**config.mk**
```make
export PLATFORM = sky130hd
export DESIGN_NAME = spi_rx_queue
export DESIGN_NICKNAME = d
export VERILOG_FILES = /design/src/rtl/spi_rxq_pkg.sv /design/src/rtl/spi_rxq_rst_sync.sv /design/src/rtl/spi_rxq_hold.sv /design/src/rtl/spi_rxq_store.sv /design/src/rtl/spi_rxq_flags.sv /design/src/rtl/spi_rx_queue.sv
export SDC_FILE = /design/constraint.sdc
export NUM_CORES = 1
export LEC_CHECK = 0
export ABC_AREA = 1
export BUFFER_PORTS_ARGS = -buffer_cell sky130_fd_sc_hd__buf_2
export CORE_MARGIN = 2
export CORE_UTILIZATION = 40
export CTS_CLUSTER_SIZE = 20
export DETAILED_ROUTE_END_ITERATION = 7
export GPL_ROUTABILITY_DRIVEN = 1
export SLEW_MARGIN = 25
export SYNTH_ARGS = -nofsm -noshare
export SYNTH_HDL_FRONTEND = slang
export SYNTH_HIERARCHICAL = 1
export SYNTH_SLANG_ARGS = --single-unit
```
**constraint.sdc**
```tcl
create_clock -name clk -period 1 [get_ports clk]
set_input_delay 0.25 -clock clk [delete_from_list [all_inputs] [get_ports clk]]
set_output_delay 0.25 -clock clk [all_outputs]
set_load 0.01 [all_outputs]
```
**src/rtl/spi_rxq_pkg.sv**
```systemverilog
package spi_rxq_pkg;
  localparam int unsigned STS_W         = 2;
  localparam int unsigned STS_DRAIN_BIT = 0;
  localparam int unsigned STS_OVF_BIT   = 1;
endpackage

```
**src/rtl/spi_rxq_rst_sync.sv**
```systemverilog
module spi_rxq_rst_sync (
  input  logic clk_i,
  input  logic rst_ni,
  output logic rst_sync_no
);
  logic [1:0] sync_q;

  always_ff @(posedge clk_i or negedge rst_ni) begin
    if (!rst_ni) sync_q <= 2'b00;
    else         sync_q <= {sync_q[0], 1'b1};
  end

  assign rst_sync_no = sync_q[1];
endmodule

```
**src/rtl/spi_rxq_hold.sv**
```systemverilog
module spi_rxq_hold #(
  parameter int unsigned WIDTH = 16
) (
  input  logic             clk_i,
  input  logic             rst_ni,
  input  logic             frame_valid_i,
  input  logic [WIDTH-1:0] frame_data_i,
  input  logic             overwrite_en_i,
  input  logic             room_i,
  output logic             push_o,
  output logic [WIDTH-1:0] push_data_o,
  output logic             ovf_evt_o
);
  logic             full_q, full_d;
  logic [WIDTH-1:0] data_q, data_d;
  logic             load;

  always_comb begin
    push_o    = full_q & room_i;
    ovf_evt_o = frame_valid_i & full_q & ~room_i;
    load      = frame_valid_i & (~ovf_evt_o | overwrite_en_i);
    full_d    = frame_valid_i | (full_q & ~push_o);
    data_d    = load ? frame_data_i : data_q;
  end

  always_ff @(posedge clk_i or negedge rst_ni) begin
    if (!rst_ni) begin
      full_q <= 1'b0;
      data_q <= '0;
    end else begin
      full_q <= full_d;
      data_q <= data_d;
    end
  end

  assign push_data_o = data_q;

  // an overflow can only come from an occupied stage, which stays occupied
  a_r4_ovf_keeps_full: assert property (@(posedge clk_i) disable iff (!rst_ni)
    ovf_evt_o |=> full_q);
  // discard policy leaves the held frame untouched
  a_r5_discard_keeps: assert property (@(posedge clk_i) disable iff (!rst_ni)
    (ovf_evt_o && !overwrite_en_i) |=> $stable(data_q));
  // overwrite policy takes the new frame
  a_r5_overwrite_takes: assert property (@(posedge clk_i) disable iff (!rst_ni)
    (ovf_evt_o && overwrite_en_i) |=> (data_q == $past(frame_data_i)));
endmodule

```
**src/rtl/spi_rxq_store.sv**
```systemverilog
module spi_rxq_store #(
  parameter  int unsigned DEPTH = 4,
  parameter  int unsigned WIDTH = 16,
  localparam int unsigned PW    = (DEPTH > 1) ? $clog2(DEPTH) : 1,
  localparam int unsigned CW    = $clog2(DEPTH + 1)
) (
  input  logic             clk_i,
  input  logic             rst_ni,
  input  logic             push_i,
  input  logic [WIDTH-1:0] push_data_i,
  input  logic             pop_i,
  output logic [WIDTH-1:0] head_o,
  output logic [CW-1:0]    cnt_q_o,
  output logic [CW-1:0]    cnt_d_o
);
  logic [WIDTH-1:0] slot_q [DEPTH];
  logic [PW-1:0]    wr_ptr_q, wr_ptr_d;
  logic [PW-1:0]    rd_ptr_q, rd_ptr_d;
  logic [CW-1:0]    cnt_q, cnt_d;

  function automatic logic [PW-1:0] bump(input logic [PW-1:0] p);
    return (p == PW'(DEPTH - 1)) ? '0 : p + PW'(1);
  endfunction

  always_comb begin
    wr_ptr_d = push_i ? bump(wr_ptr_q) : wr_ptr_q;
    rd_ptr_d = pop_i  ? bump(rd_ptr_q) : rd_ptr_q;
    unique case ({push_i, pop_i})
      2'b10:   cnt_d = cnt_q + CW'(1);
      2'b01:   cnt_d = cnt_q - CW'(1);
      default: cnt_d = cnt_q;
    endcase
  end

  always_ff @(posedge clk_i or negedge rst_ni) begin
    if (!rst_ni) begin
      wr_ptr_q <= '0;
      rd_ptr_q <= '0;
      cnt_q    <= '0;
    end else begin
      wr_ptr_q <= wr_ptr_d;
      rd_ptr_q <= rd_ptr_d;
      cnt_q    <= cnt_d;
    end
  end

  always_ff @(posedge clk_i) begin
    if (push_i) slot_q[wr_ptr_q] <= push_data_i;
  end

  assign head_o  = slot_q[rd_ptr_q];
  assign cnt_q_o = cnt_q;
  assign cnt_d_o = cnt_d;

  // occupancy never exceeds the depth
  a_r2_cnt_bound: assert property (@(posedge clk_i) disable iff (!rst_ni)
    cnt_q <= CW'(DEPTH));
  // a lone transfer adds one entry
  a_r1_push_inc: assert property (@(posedge clk_i) disable iff (!rst_ni)
    (push_i && !pop_i) |=> (cnt_q == $past(cnt_q) + CW'(1)));
  // a lone pop removes one entry
  a_r2_pop_dec: assert property (@(posedge clk_i) disable iff (!rst_ni)
    (pop_i && !push_i) |=> (cnt_q == $past(cnt_q) - CW'(1)));
  // transfer and pop together keep the count
  a_r9_push_pop: assert property (@(posedge clk_i) disable iff (!rst_ni)
    (push_i && pop_i) |=> $stable(cnt_q));
endmodule

```
**src/rtl/spi_rxq_flags.sv**
```systemverilog
module spi_rxq_flags
  import spi_rxq_pkg::*;
(
  input  logic             clk_i,
  input  logic             rst_ni,
  input  logic             nonempty_next_i,
  input  logic             ovf_evt_i,
  input  logic             dma_done_i,
  input  logic             sts_wr_i,
  input  logic [STS_W-1:0] sts_wdata_i,
  output logic             drain_o,
  output logic             ovf_o
);
  logic drain_q, drain_d;
  logic ovf_q, ovf_d;
  logic drain_clr, ovf_clr;

  always_comb begin
    drain_clr = dma_done_i | (sts_wr_i & sts_wdata_i[STS_DRAIN_BIT]);
    ovf_clr   = sts_wr_i & sts_wdata_i[STS_OVF_BIT];
    drain_d   = nonempty_next_i | (drain_q & ~drain_clr);
    ovf_d     = ovf_evt_i | (ovf_q & ~ovf_clr);
  end

  always_ff @(posedge clk_i or negedge rst_ni) begin
    if (!rst_ni) begin
      drain_q <= 1'b0;
      ovf_q   <= 1'b0;
    end else begin
      drain_q <= drain_d;
      ovf_q   <= ovf_d;
    end
  end

  assign drain_o = drain_q;
  assign ovf_o   = ovf_q;

  // data left in the queue forces the drain flag
  a_r6_drain_set: assert property (@(posedge clk_i) disable iff (!rst_ni)
    nonempty_next_i |=> drain_q);
  // without a clear event the drain flag holds
  a_r7_drain_sticky: assert property (@(posedge clk_i) disable iff (!rst_ni)
    (drain_q && !dma_done_i && !(sts_wr_i && sts_wdata_i[STS_DRAIN_BIT])) |=> drain_q);
  // an overflow event raises the flag
  a_r4_ovf_set: assert property (@(posedge clk_i) disable iff (!rst_ni)
    ovf_evt_i |=> ovf_q);
  // overflow flag holds unless bit 1 is written with 1
  a_r8_ovf_sticky: assert property (@(posedge clk_i) disable iff (!rst_ni)
    (ovf_q && !(sts_wr_i && sts_wdata_i[STS_OVF_BIT])) |=> ovf_q);
endmodule

```
**src/rtl/spi_rx_queue.sv**
```systemverilog
module spi_rx_queue
  import spi_rxq_pkg::*;
#(
  parameter  int unsigned DEPTH = 4,
  parameter  int unsigned WIDTH = 16,
  localparam int unsigned CW    = $clog2(DEPTH + 1)
) (
  input  logic             clk,
  input  logic             rst_n,
  input  logic             overwrite_en,
  input  logic             frame_valid,
  input  logic [WIDTH-1:0] frame_data,
  input  logic             pop_req,
  output logic [WIDTH-1:0] pop_data,
  output logic [CW-1:0]    fill_count,
  input  logic             sts_wr,
  input  logic [STS_W-1:0] sts_wdata,
  input  logic             dma_done,
  output logic             drain_flag,
  output logic             overflow_flag
);
  logic             rst_sync_n;
  logic             push, pop_ok, room, ovf_evt;
  logic [WIDTH-1:0] push_data;
  logic [CW-1:0]    cnt_q, cnt_d;

  spi_rxq_rst_sync u_rst (
    .clk_i       (clk),
    .rst_ni      (rst_n),
    .rst_sync_no (rst_sync_n)
  );

  assign room   = (cnt_q < CW'(DEPTH));
  assign pop_ok = pop_req & (cnt_q != '0);

  spi_rxq_hold #(.WIDTH(WIDTH)) u_hold (
    .clk_i          (clk),
    .rst_ni         (rst_sync_n),
    .frame_valid_i  (frame_valid),
    .frame_data_i   (frame_data),
    .overwrite_en_i (overwrite_en),
    .room_i         (room),
    .push_o         (push),
    .push_data_o    (push_data),
    .ovf_evt_o      (ovf_evt)
  );

  spi_rxq_store #(.DEPTH(DEPTH), .WIDTH(WIDTH)) u_store (
    .clk_i       (clk),
    .rst_ni      (rst_sync_n),
    .push_i      (push),
    .push_data_i (push_data),
    .pop_i       (pop_ok),
    .head_o      (pop_data),
    .cnt_q_o     (cnt_q),
    .cnt_d_o     (cnt_d)
  );

  spi_rxq_flags u_flags (
    .clk_i           (clk),
    .rst_ni          (rst_sync_n),
    .nonempty_next_i (cnt_d != '0),
    .ovf_evt_i       (ovf_evt),
    .dma_done_i      (dma_done),
    .sts_wr_i        (sts_wr),
    .sts_wdata_i     (sts_wdata),
    .drain_o         (drain_flag),
    .ovf_o           (overflow_flag)
  );

  assign fill_count = cnt_q;

  // a pop on an empty queue with no transfer leaves it empty
  a_r3_empty_pop: assert property (@(posedge clk) disable iff (!rst_sync_n)
    (pop_req && fill_count == '0 && !push) |=> (fill_count == '0));
  // while in reset the outputs show an empty, clean block
  a_r10_reset_state: assert property (@(posedge clk)
    !rst_sync_n |-> (fill_count == '0 && !drain_flag && !overflow_flag));
endmodule

```
==> results of run 1 <==
metal layers:
layer  wire length (um)  vias to the layer above  track usage, %  part of all wire [%]
li1                   -                     1353               -                     -
met3                355                       17            2.71                   4.3
met2               4100                       65            26.4                    50
met1               3610                     1259            20.5                    44
met5                  0                        -               0                     0
met4                197                        0            7.09                   2.4
worst max-delay path by stage:
stage | startpoint | to
final | u_store/rd_ptr_q[0] | pop_data[14]
after global routing | u_store/rd_ptr_q[0] | pop_data[13]
after CTS | u_store/cnt_q_o[0] | u_flags/drain_o
after detailed placement | u_store/cnt_q_o[2] | u_flags/drain_o
after global placement | u_store/cnt_q_o[2] | u_flags/drain_o
after floorplan | u_store/cnt_q_o[2] | u_flags/drain_o
area by class of cell:
cell class	instances	area, um^2
Clock inverter	7	75.1
Tap cell	133	166
Multi-Input combinational cell	207	1120
Fill cell	903	4500
Inverter	56	230
Timing Repair Buffer	87	793
Clock buffer	9	124
Sequential cell	92	2630
synthesized netlist by cell type:
| library cell | count |
|---|---|
| a21oi_1 | 2 |
| a21oi_2 | 1 |
| buf_2 | 7 |
| buf_4 | 2 |
| buf_6 | 5 |
| clkbuf_1 | 1 |
| conb_1 | 1 |
| dfrtp_1 | 28 |
| edfxtp_1 | 64 |
| fa_1 | 1 |
| ha_1 | 6 |
| inv_1 | 55 |
| inv_2 | 1 |
| nand2_1 | 117 |
| nand2_4 | 1 |
| nand3_1 | 18 |
| nand3_4 | 1 |
| nand4_1 | 1 |
| nor2_1 | 35 |
| nor3_1 | 1 |
| o211ai_1 | 16 |
| o21ai_0 | 4 |
| xnor2_1 | 1 |
layout by cell type (no fill, tap or decap), types with 10 or more instances in the layout:
| master | n |
|---|---|
| buf_2 | 40 |
| edfxtp_1 | 64 |
| nor2_1 | 30 |
| nand2_1 | 109 |
| nand3_1 | 11 |
| buf_4 | 18 |
| inv_1 | 43 |
| o211ai_1 | 16 |
| buf_12 | 10 |
| dfrtp_1 | 25 |
| buf_6 | 14 |
power groups by stage:
stage,sequential (uW),clock (uW),combinational (uW)
2_1_floorplan,5700,0,3370
3_3_place_gp,5660,0,5430
3_5_place_dp,5700,0,5550
4_1_cts,5650,2550,6000
5_1_grt,5840,2690,7670
6_report,5740,2460,6850
critical path: stages (launching register included):
cell and delay, ns:
dfrtp_2 0.57, buf_4 0.18, buf_6 0.11, nand2_1 0.05, nand2_1 0.06, nand2_1 0.05, buf_2 0.14
timing repair:
item	4_1_cts	5_1_grt
endpoints found under the hold margin	2	0
hold buffers	1	0
endpoints found under the setup margin	108	110
setup buffers	6	4
pin swaps	7	6
gates resized for setup	28	23
gates cloned	1	5
per-stage QoR:
| stage | total power, uW | instances | utilization [%] | area, um^2 | hold slack (ns) |
|---|---|---|---|---|---|
| 3_3_place_gp | 11100 | 562 | 47.6 | 4580 | 0.0374 |
| 6_report | 15100 | 591 | 53.3 | 5140 | 0.130 |
| 2_1_floorplan | 9070 | 369 | - | 3970 | -0.0456 |
| 5_1_grt | 16200 | 591 | 53.3 | 5140 | 0.132 |
| 3_5_place_dp | 11200 | 562 | 47.6 | 4580 | 0.0368 |
| 4_1_cts | 14200 | 582 | 51.1 | 4930 | 0.104 |
kinds of logic (layout without fill, tap and decap cells):
| family | count (synthesis) | after routing | synth area share (%) |
|---|---|---|---|
| AND/OR/NAND/NOR | 174 | 175 | 17.9 |
| flip-flops | 92 | 92 | 67.1 |
| buffers and inverters | 71 | 159 | 8.19 |
| AO/OA/AOI/OAI | 23 | 23 | 4.06 |
| adder cells (fa/ha/maj) | 7 | 7 | 2.43 |
| other | 1 | 1 | 0.0959 |
| XOR/XNOR | 1 | 1 | 0.224 |
registers in the layout, indices dropped and copies added, names as in the netlist:
register,count
u_flags/ovf_o,1
u_store/slot_q,64
u_store/wr_ptr_q,2
u_store/cnt_q_o,3
u_hold/push_data_o,16
u_store/rd_ptr_q,2
u_rst/sync_q,2
u_flags/drain_o,1
u_hold/full_q,1
==> results.sh, run 1 <==
export IMPL_dr_total_vias=2694
export IMPL_num_rows=36
export IMPL_cts_buffers=9
export IMPL_wl_per_cell_um=14.0
export IMPL_grt_pass1_wl_mm=12.4
export IMPL_tns_ns=-42.94
export IMPL_synthCells=369
export IMPL_first_global_vias=2526
export IMPL_worst_r2r_path_depth=14
export IMPL_worstReg2RegStart="u_store/cnt_q_o[2]"
export IMPL_layout_drive_gt1_share_pct=32.5
export IMPL_comb_power_share_pct=45.5
export IMPL_insertion_delay_ns=0.35
export IMPL_cap_violations=0
export IMPL_p_leak_uw=0.00229
export IMPL_hold_viol=0
export IMPL_netlist_area_leader_share_pct=49.2
export IMPL_power_density_nw_per_um2=2930
export IMPL_critPathCaptureType="output port"
export IMPL_grt_total_usage_pct=15.9
export IMPL_hp_start="frame_data[0]"
export IMPL_clock_skew_ns=0.0105
export IMPL_antenna_cells=0
export IMPL_ys_seq_elements=92
export IMPL_ant_nets=0
export IMPL_hold_class="in2reg"
export IMPL_die_area_um2=10600
export IMPL_setup_slack_ns=-0.762
export IMPL_io_buffers=45
export IMPL_yosysUniqueCellTypes=23
export IMPL_grt_ovfl_total=0
export IMPL_ios=46
export IMPL_yosysTopAreaCell="edfxtp_1"
export IMPL_clk_pin_slew_worst_paths_ns=0.10
export IMPL_initial_utilization_pct=40.6
export IMPL_switching_share_pct=35.9
export IMPL_required_ns=0.75
export IMPL_drt_first_pass_iters=6
export IMPL_nets=485
export IMPL_syn_area_per_cell_um2=10.6
export IMPL_core_area_um2=9640
export IMPL_grt_max_degree=41
export IMPL_clock_power_share_pct=16.4
export IMPL_whs_path_depth=3
export IMPL_initialDrtViolationCount=98
export IMPL_p_sw_uw=5400
export IMPL_pre_cts_ws_ns=-0.742
export IMPL_rsz0062_at_grt="yes"
export IMPL_setup_viol=107
export IMPL_h_tree_depth=3
export IMPL_finalCriticalPeriod_ns=1.76
export IMPL_via_per_inst=4.56
export IMPL_routed_wl_mm=8.26
export IMPL_yosysSeqAreaShare_pct=67.1
export IMPL_cts_max_path_buffers=2
export IMPL_dp_hpwl_mm=4.96
export IMPL_violations="setup timing"
export IMPL_fmax_ghz=0.567
export IMPL_startpoint_type="register"
export IMPL_p_int_uw=9660
export IMPL_status="finished with violations"
export IMPL_yosys_warnings=6
export IMPL_area_growth_pct=31.4
export IMPL_drcViolationCount=0
export IMPL_fin_crit_sh_pct=176
export IMPL_die_h_um=103
export IMPL_clock_sinks=92
export IMPL_synth_cell_area_um2=3910
export IMPL_critical_path_arrival_ns=1.51
export IMPL_fp_dieW_um=103
export IMPL_holdPathEnd="u_hold/push_data_o[0]"
export IMPL_synth_area_top_cells="edfxtp_1 (49%), dfrtp_1 (18%), nand2_1 (11%), inv_1 (5.3%), nor2_1 (3.4%)"
export IMPL_p_seq_share_pct=38.2
export IMPL_antenna_found_initial=0
export IMPL_syn_num_nets=401
export IMPL_worstPathMaxFanout=7
export IMPL_ir_worst_vdd_v=0.00180
export IMPL_slew_violations=0
export IMPL_reg2reg_slack_ns=-0.73
export IMPL_cts_tree="done"
export IMPL_gp_congestion=0.728
export IMPL_cts_root_buf="clkbuf_8"
export IMPL_worst_setup_path_type="reg2out"
export IMPL_worstReg2RegEnd="u_flags/drain_o"
(Power assumes the default switching activity.)
==> run 2: changes to the inputs <==
--- a/config.mk
+++ b/config.mk
@@ -9,8 +9,9 @@
 export BUFFER_PORTS_ARGS = -buffer_cell sky130_fd_sc_hd__buf_2
 export CORE_MARGIN = 2
-export CORE_UTILIZATION = 40
+export CORE_UTILIZATION = 52
 export CTS_CLUSTER_SIZE = 20
 export DETAILED_ROUTE_END_ITERATION = 7
 export GPL_ROUTABILITY_DRIVEN = 1
+export PLACE_DENSITY = 0.75
 export SLEW_MARGIN = 25
 export SYNTH_ARGS = -nofsm -noshare
==> constraint.sdc (replaced) <==
create_clock -name clk -period 1 [get_ports clk]
set_input_delay 0.2 -clock clk [delete_from_list [all_inputs] [get_ports clk]]
set_output_delay 0.2 -clock clk [all_outputs]
set_load 0.01 [all_outputs]
==> results.sh, run 2 (synthesis results as in run 1) <==
export IMPL_status="finished with violations"
export IMPL_violations="setup timing"
export IMPL_rsz0062_at_grt="yes"
export IMPL_required_ns=1.29
export IMPL_cts_buffers=9
export IMPL_finalCriticalPeriod_ns=1.72
export IMPL_switching_share_pct=34.9
export IMPL_critPathCaptureType="register"
export IMPL_initialDrtViolationCount=190
export IMPL_grt_max_degree=45
export IMPL_mostFrequentLayoutCell="nand2_1"
export IMPL_clk_pin_slew_worst_paths_ns=0.09
export IMPL_grt_total_usage_pct=21.1
export IMPL_cts_tree="done"
export IMPL_layout_drive_gt1_share_pct=36.4
export IMPL_nets=488
export IMPL_first_global_vias=2685
export IMPL_fp_dieW_um=90.7
export IMPL_fmax_ghz=0.580
export IMPL_h_tree_depth=3
export IMPL_mostFrequentLayoutCells="nand2_1 (87), edfxtp_1 (64), inv_1 (45)"
export IMPL_critPathLaunch="u_store/cnt_q_o[2]"
export IMPL_drt_first_pass_iters=5
export IMPL_tns_ns=-45.35
export IMPL_p_sw_uw=5510
export IMPL_whs_path_depth=3
export IMPL_grt_ovfl_total=0
export IMPL_antenna_found_initial=0
export IMPL_ir_worst_vdd_v=0.00179
export IMPL_startpoint_type="register"
export IMPL_area_growth_pct=34.7
export IMPL_power_density_nw_per_um2=3000
export IMPL_gp_congestion=0.723
export IMPL_placed_area_um2=4440
export IMPL_drcViolationCount=0
export IMPL_routed_wl_mm=8.44
export IMPL_dr_total_vias=2789
export IMPL_stdcell_count=560
export IMPL_wl_per_cell_um=15.1
export IMPL_hold_viol=0
export IMPL_worstReg2RegEnd="u_flags/drain_o"
export IMPL_setup_slack_ns=-0.725
export IMPL_via_per_inst=4.98
export IMPL_cts_root_buf="clkbuf_8"
export IMPL_antenna_cells=0
export IMPL_placedCellCount=520
export IMPL_grt_pass1_wl_mm=13.1
export IMPL_p_leak_uw=0.00239
export IMPL_ios=46
export IMPL_io_buffers=45
export IMPL_dp_hpwl_mm=4.62
export IMPL_worstPathMaxFanout=3
export IMPL_ant_nets=0
export IMPL_clock_skew_ns=0.00859
export IMPL_largest_register="u_store/slot_q"
export IMPL_initial_utilization_pct=53.9
export IMPL_cts_max_path_buffers=2
export IMPL_cap_violations=0
export IMPL_timing_critical_path_to="u_flags/drain_o"
export IMPL_setup_viol=109
export IMPL_p_int_uw=10300
export IMPL_largest_reg_flops=64
export IMPL_insertion_delay_ns=0.35
export IMPL_clock_sinks=92
export IMPL_fin_util_pct=72.6
export IMPL_die_h_um=90.7
export IMPL_reg2reg_slack_ns=-0.72
export IMPL_worstReg2RegStart="u_store/cnt_q_o[2]"
export IMPL_finalPower_uw=15800
export IMPL_clock_power_share_pct=18.4
export IMPL_critical_path_arrival_ns=2.01
export IMPL_slew_violations=0
export IMPL_worst_setup_path_type="reg2reg"
export IMPL_num_rows=31
export IMPL_p_seq_share_pct=36.5
export IMPL_comb_power_share_pct=45.1
export IMPL_stdcell_area_um2=5270
export IMPL_die_area_um2=8230
export IMPL_fin_crit_sh_pct=172
export IMPL_worst_r2r_path_depth=15
export IMPL_hold_class="in2reg"
export IMPL_core_area_um2=7250
run 2: changes by cell type in the layout (fill, tap and decap cells not counted), sizes merged:
cell	previous run	this run
clkinv	2	1
bufinv	1	3
clkinvlp	7	5
clkbuf	12	11
buf	83	88
run 2: through the flow:
step           hold WS (ns)  setup slack (ns)
2_1_floorplan       -0.0956            -0.814
3_3_place_gp        -0.0149            -0.675
3_5_place_dp        -0.0114            -0.735
4_1_cts              0.0739            -0.703
5_1_grt              0.0768            -0.864
6_report             0.0784            -0.725
run 2: power groups by stage:
stage	clock, uW	sequential (uW)	combinational [uW]
floorplan	0	5700	3370
global placement	0	5650	4970
detailed placement	0	5710	5160
CTS	2940	5720	6480
global route	3120	5860	7750
finish	2910	5770	7120
run 2: worst max-delay path: stages (launching register included):
cell     delay, ns
dfrtp_1       0.39
inv_2         0.10
nand2_2       0.06
inv_2         0.08
inv_4         0.04
ha_4          0.15
fa_2          0.34
inv_1         0.06
nand2_1       0.07
nand3_1       0.09
nand2_1       0.05
nand2_1       0.07
inv_1         0.04
nand2_1       0.05
inv_1         0.04
nand2_1       0.04
run 2: area by class of cell:
class / count / area, um^2
clock buffer: 10 / 128
clock inverter: 6 / 111
fill: 486 / 1990
inverter: 56 / 230
multi-input combinational: 207 / 1180
sequential: 92 / 2630
tap: 99 / 124
timing repair buffer: 90 / 865
run 2: worst min-delay path by stage:
stage          slack, ns                    end           from
2_1_floorplan       -0.1        u_rst/sync_q[0]          rst_n
3_5_place_dp       -0.01        u_rst/sync_q[0]          rst_n
5_1_grt             0.08  u_hold/push_data_o[2]  frame_data[2]
3_3_place_gp       -0.01        u_rst/sync_q[0]          rst_n
6_report            0.08  u_hold/push_data_o[4]  frame_data[4]
4_1_cts             0.07  u_hold/push_data_o[4]  frame_data[4]
run 2: metal layers:
| layer | wire, um | global-route usage, % | vias to the layer above | part of all wire [%] |
|---|---|---|---|---|
| li1 | - | - | 1356 | - |
| met1 | 3390 | 26.1 | 1354 | 40 |
| met2 | 4510 | 37.3 | 71 | 53 |
| met3 | 453 | 4.59 | 8 | 5.4 |
| met4 | 93 | 6.28 | 0 | 1.1 |
| met5 | 0 | 0 | - | 0 |
run 2: timing repair:
item,4_1_cts,5_1_grt
endpoints found under the setup margin,108,110
endpoints found under the hold margin,2,0
resized for setup,64,30
pin swaps,7,14
hold buffers,1,0
buffers inserted,14,13
cloned,6,1
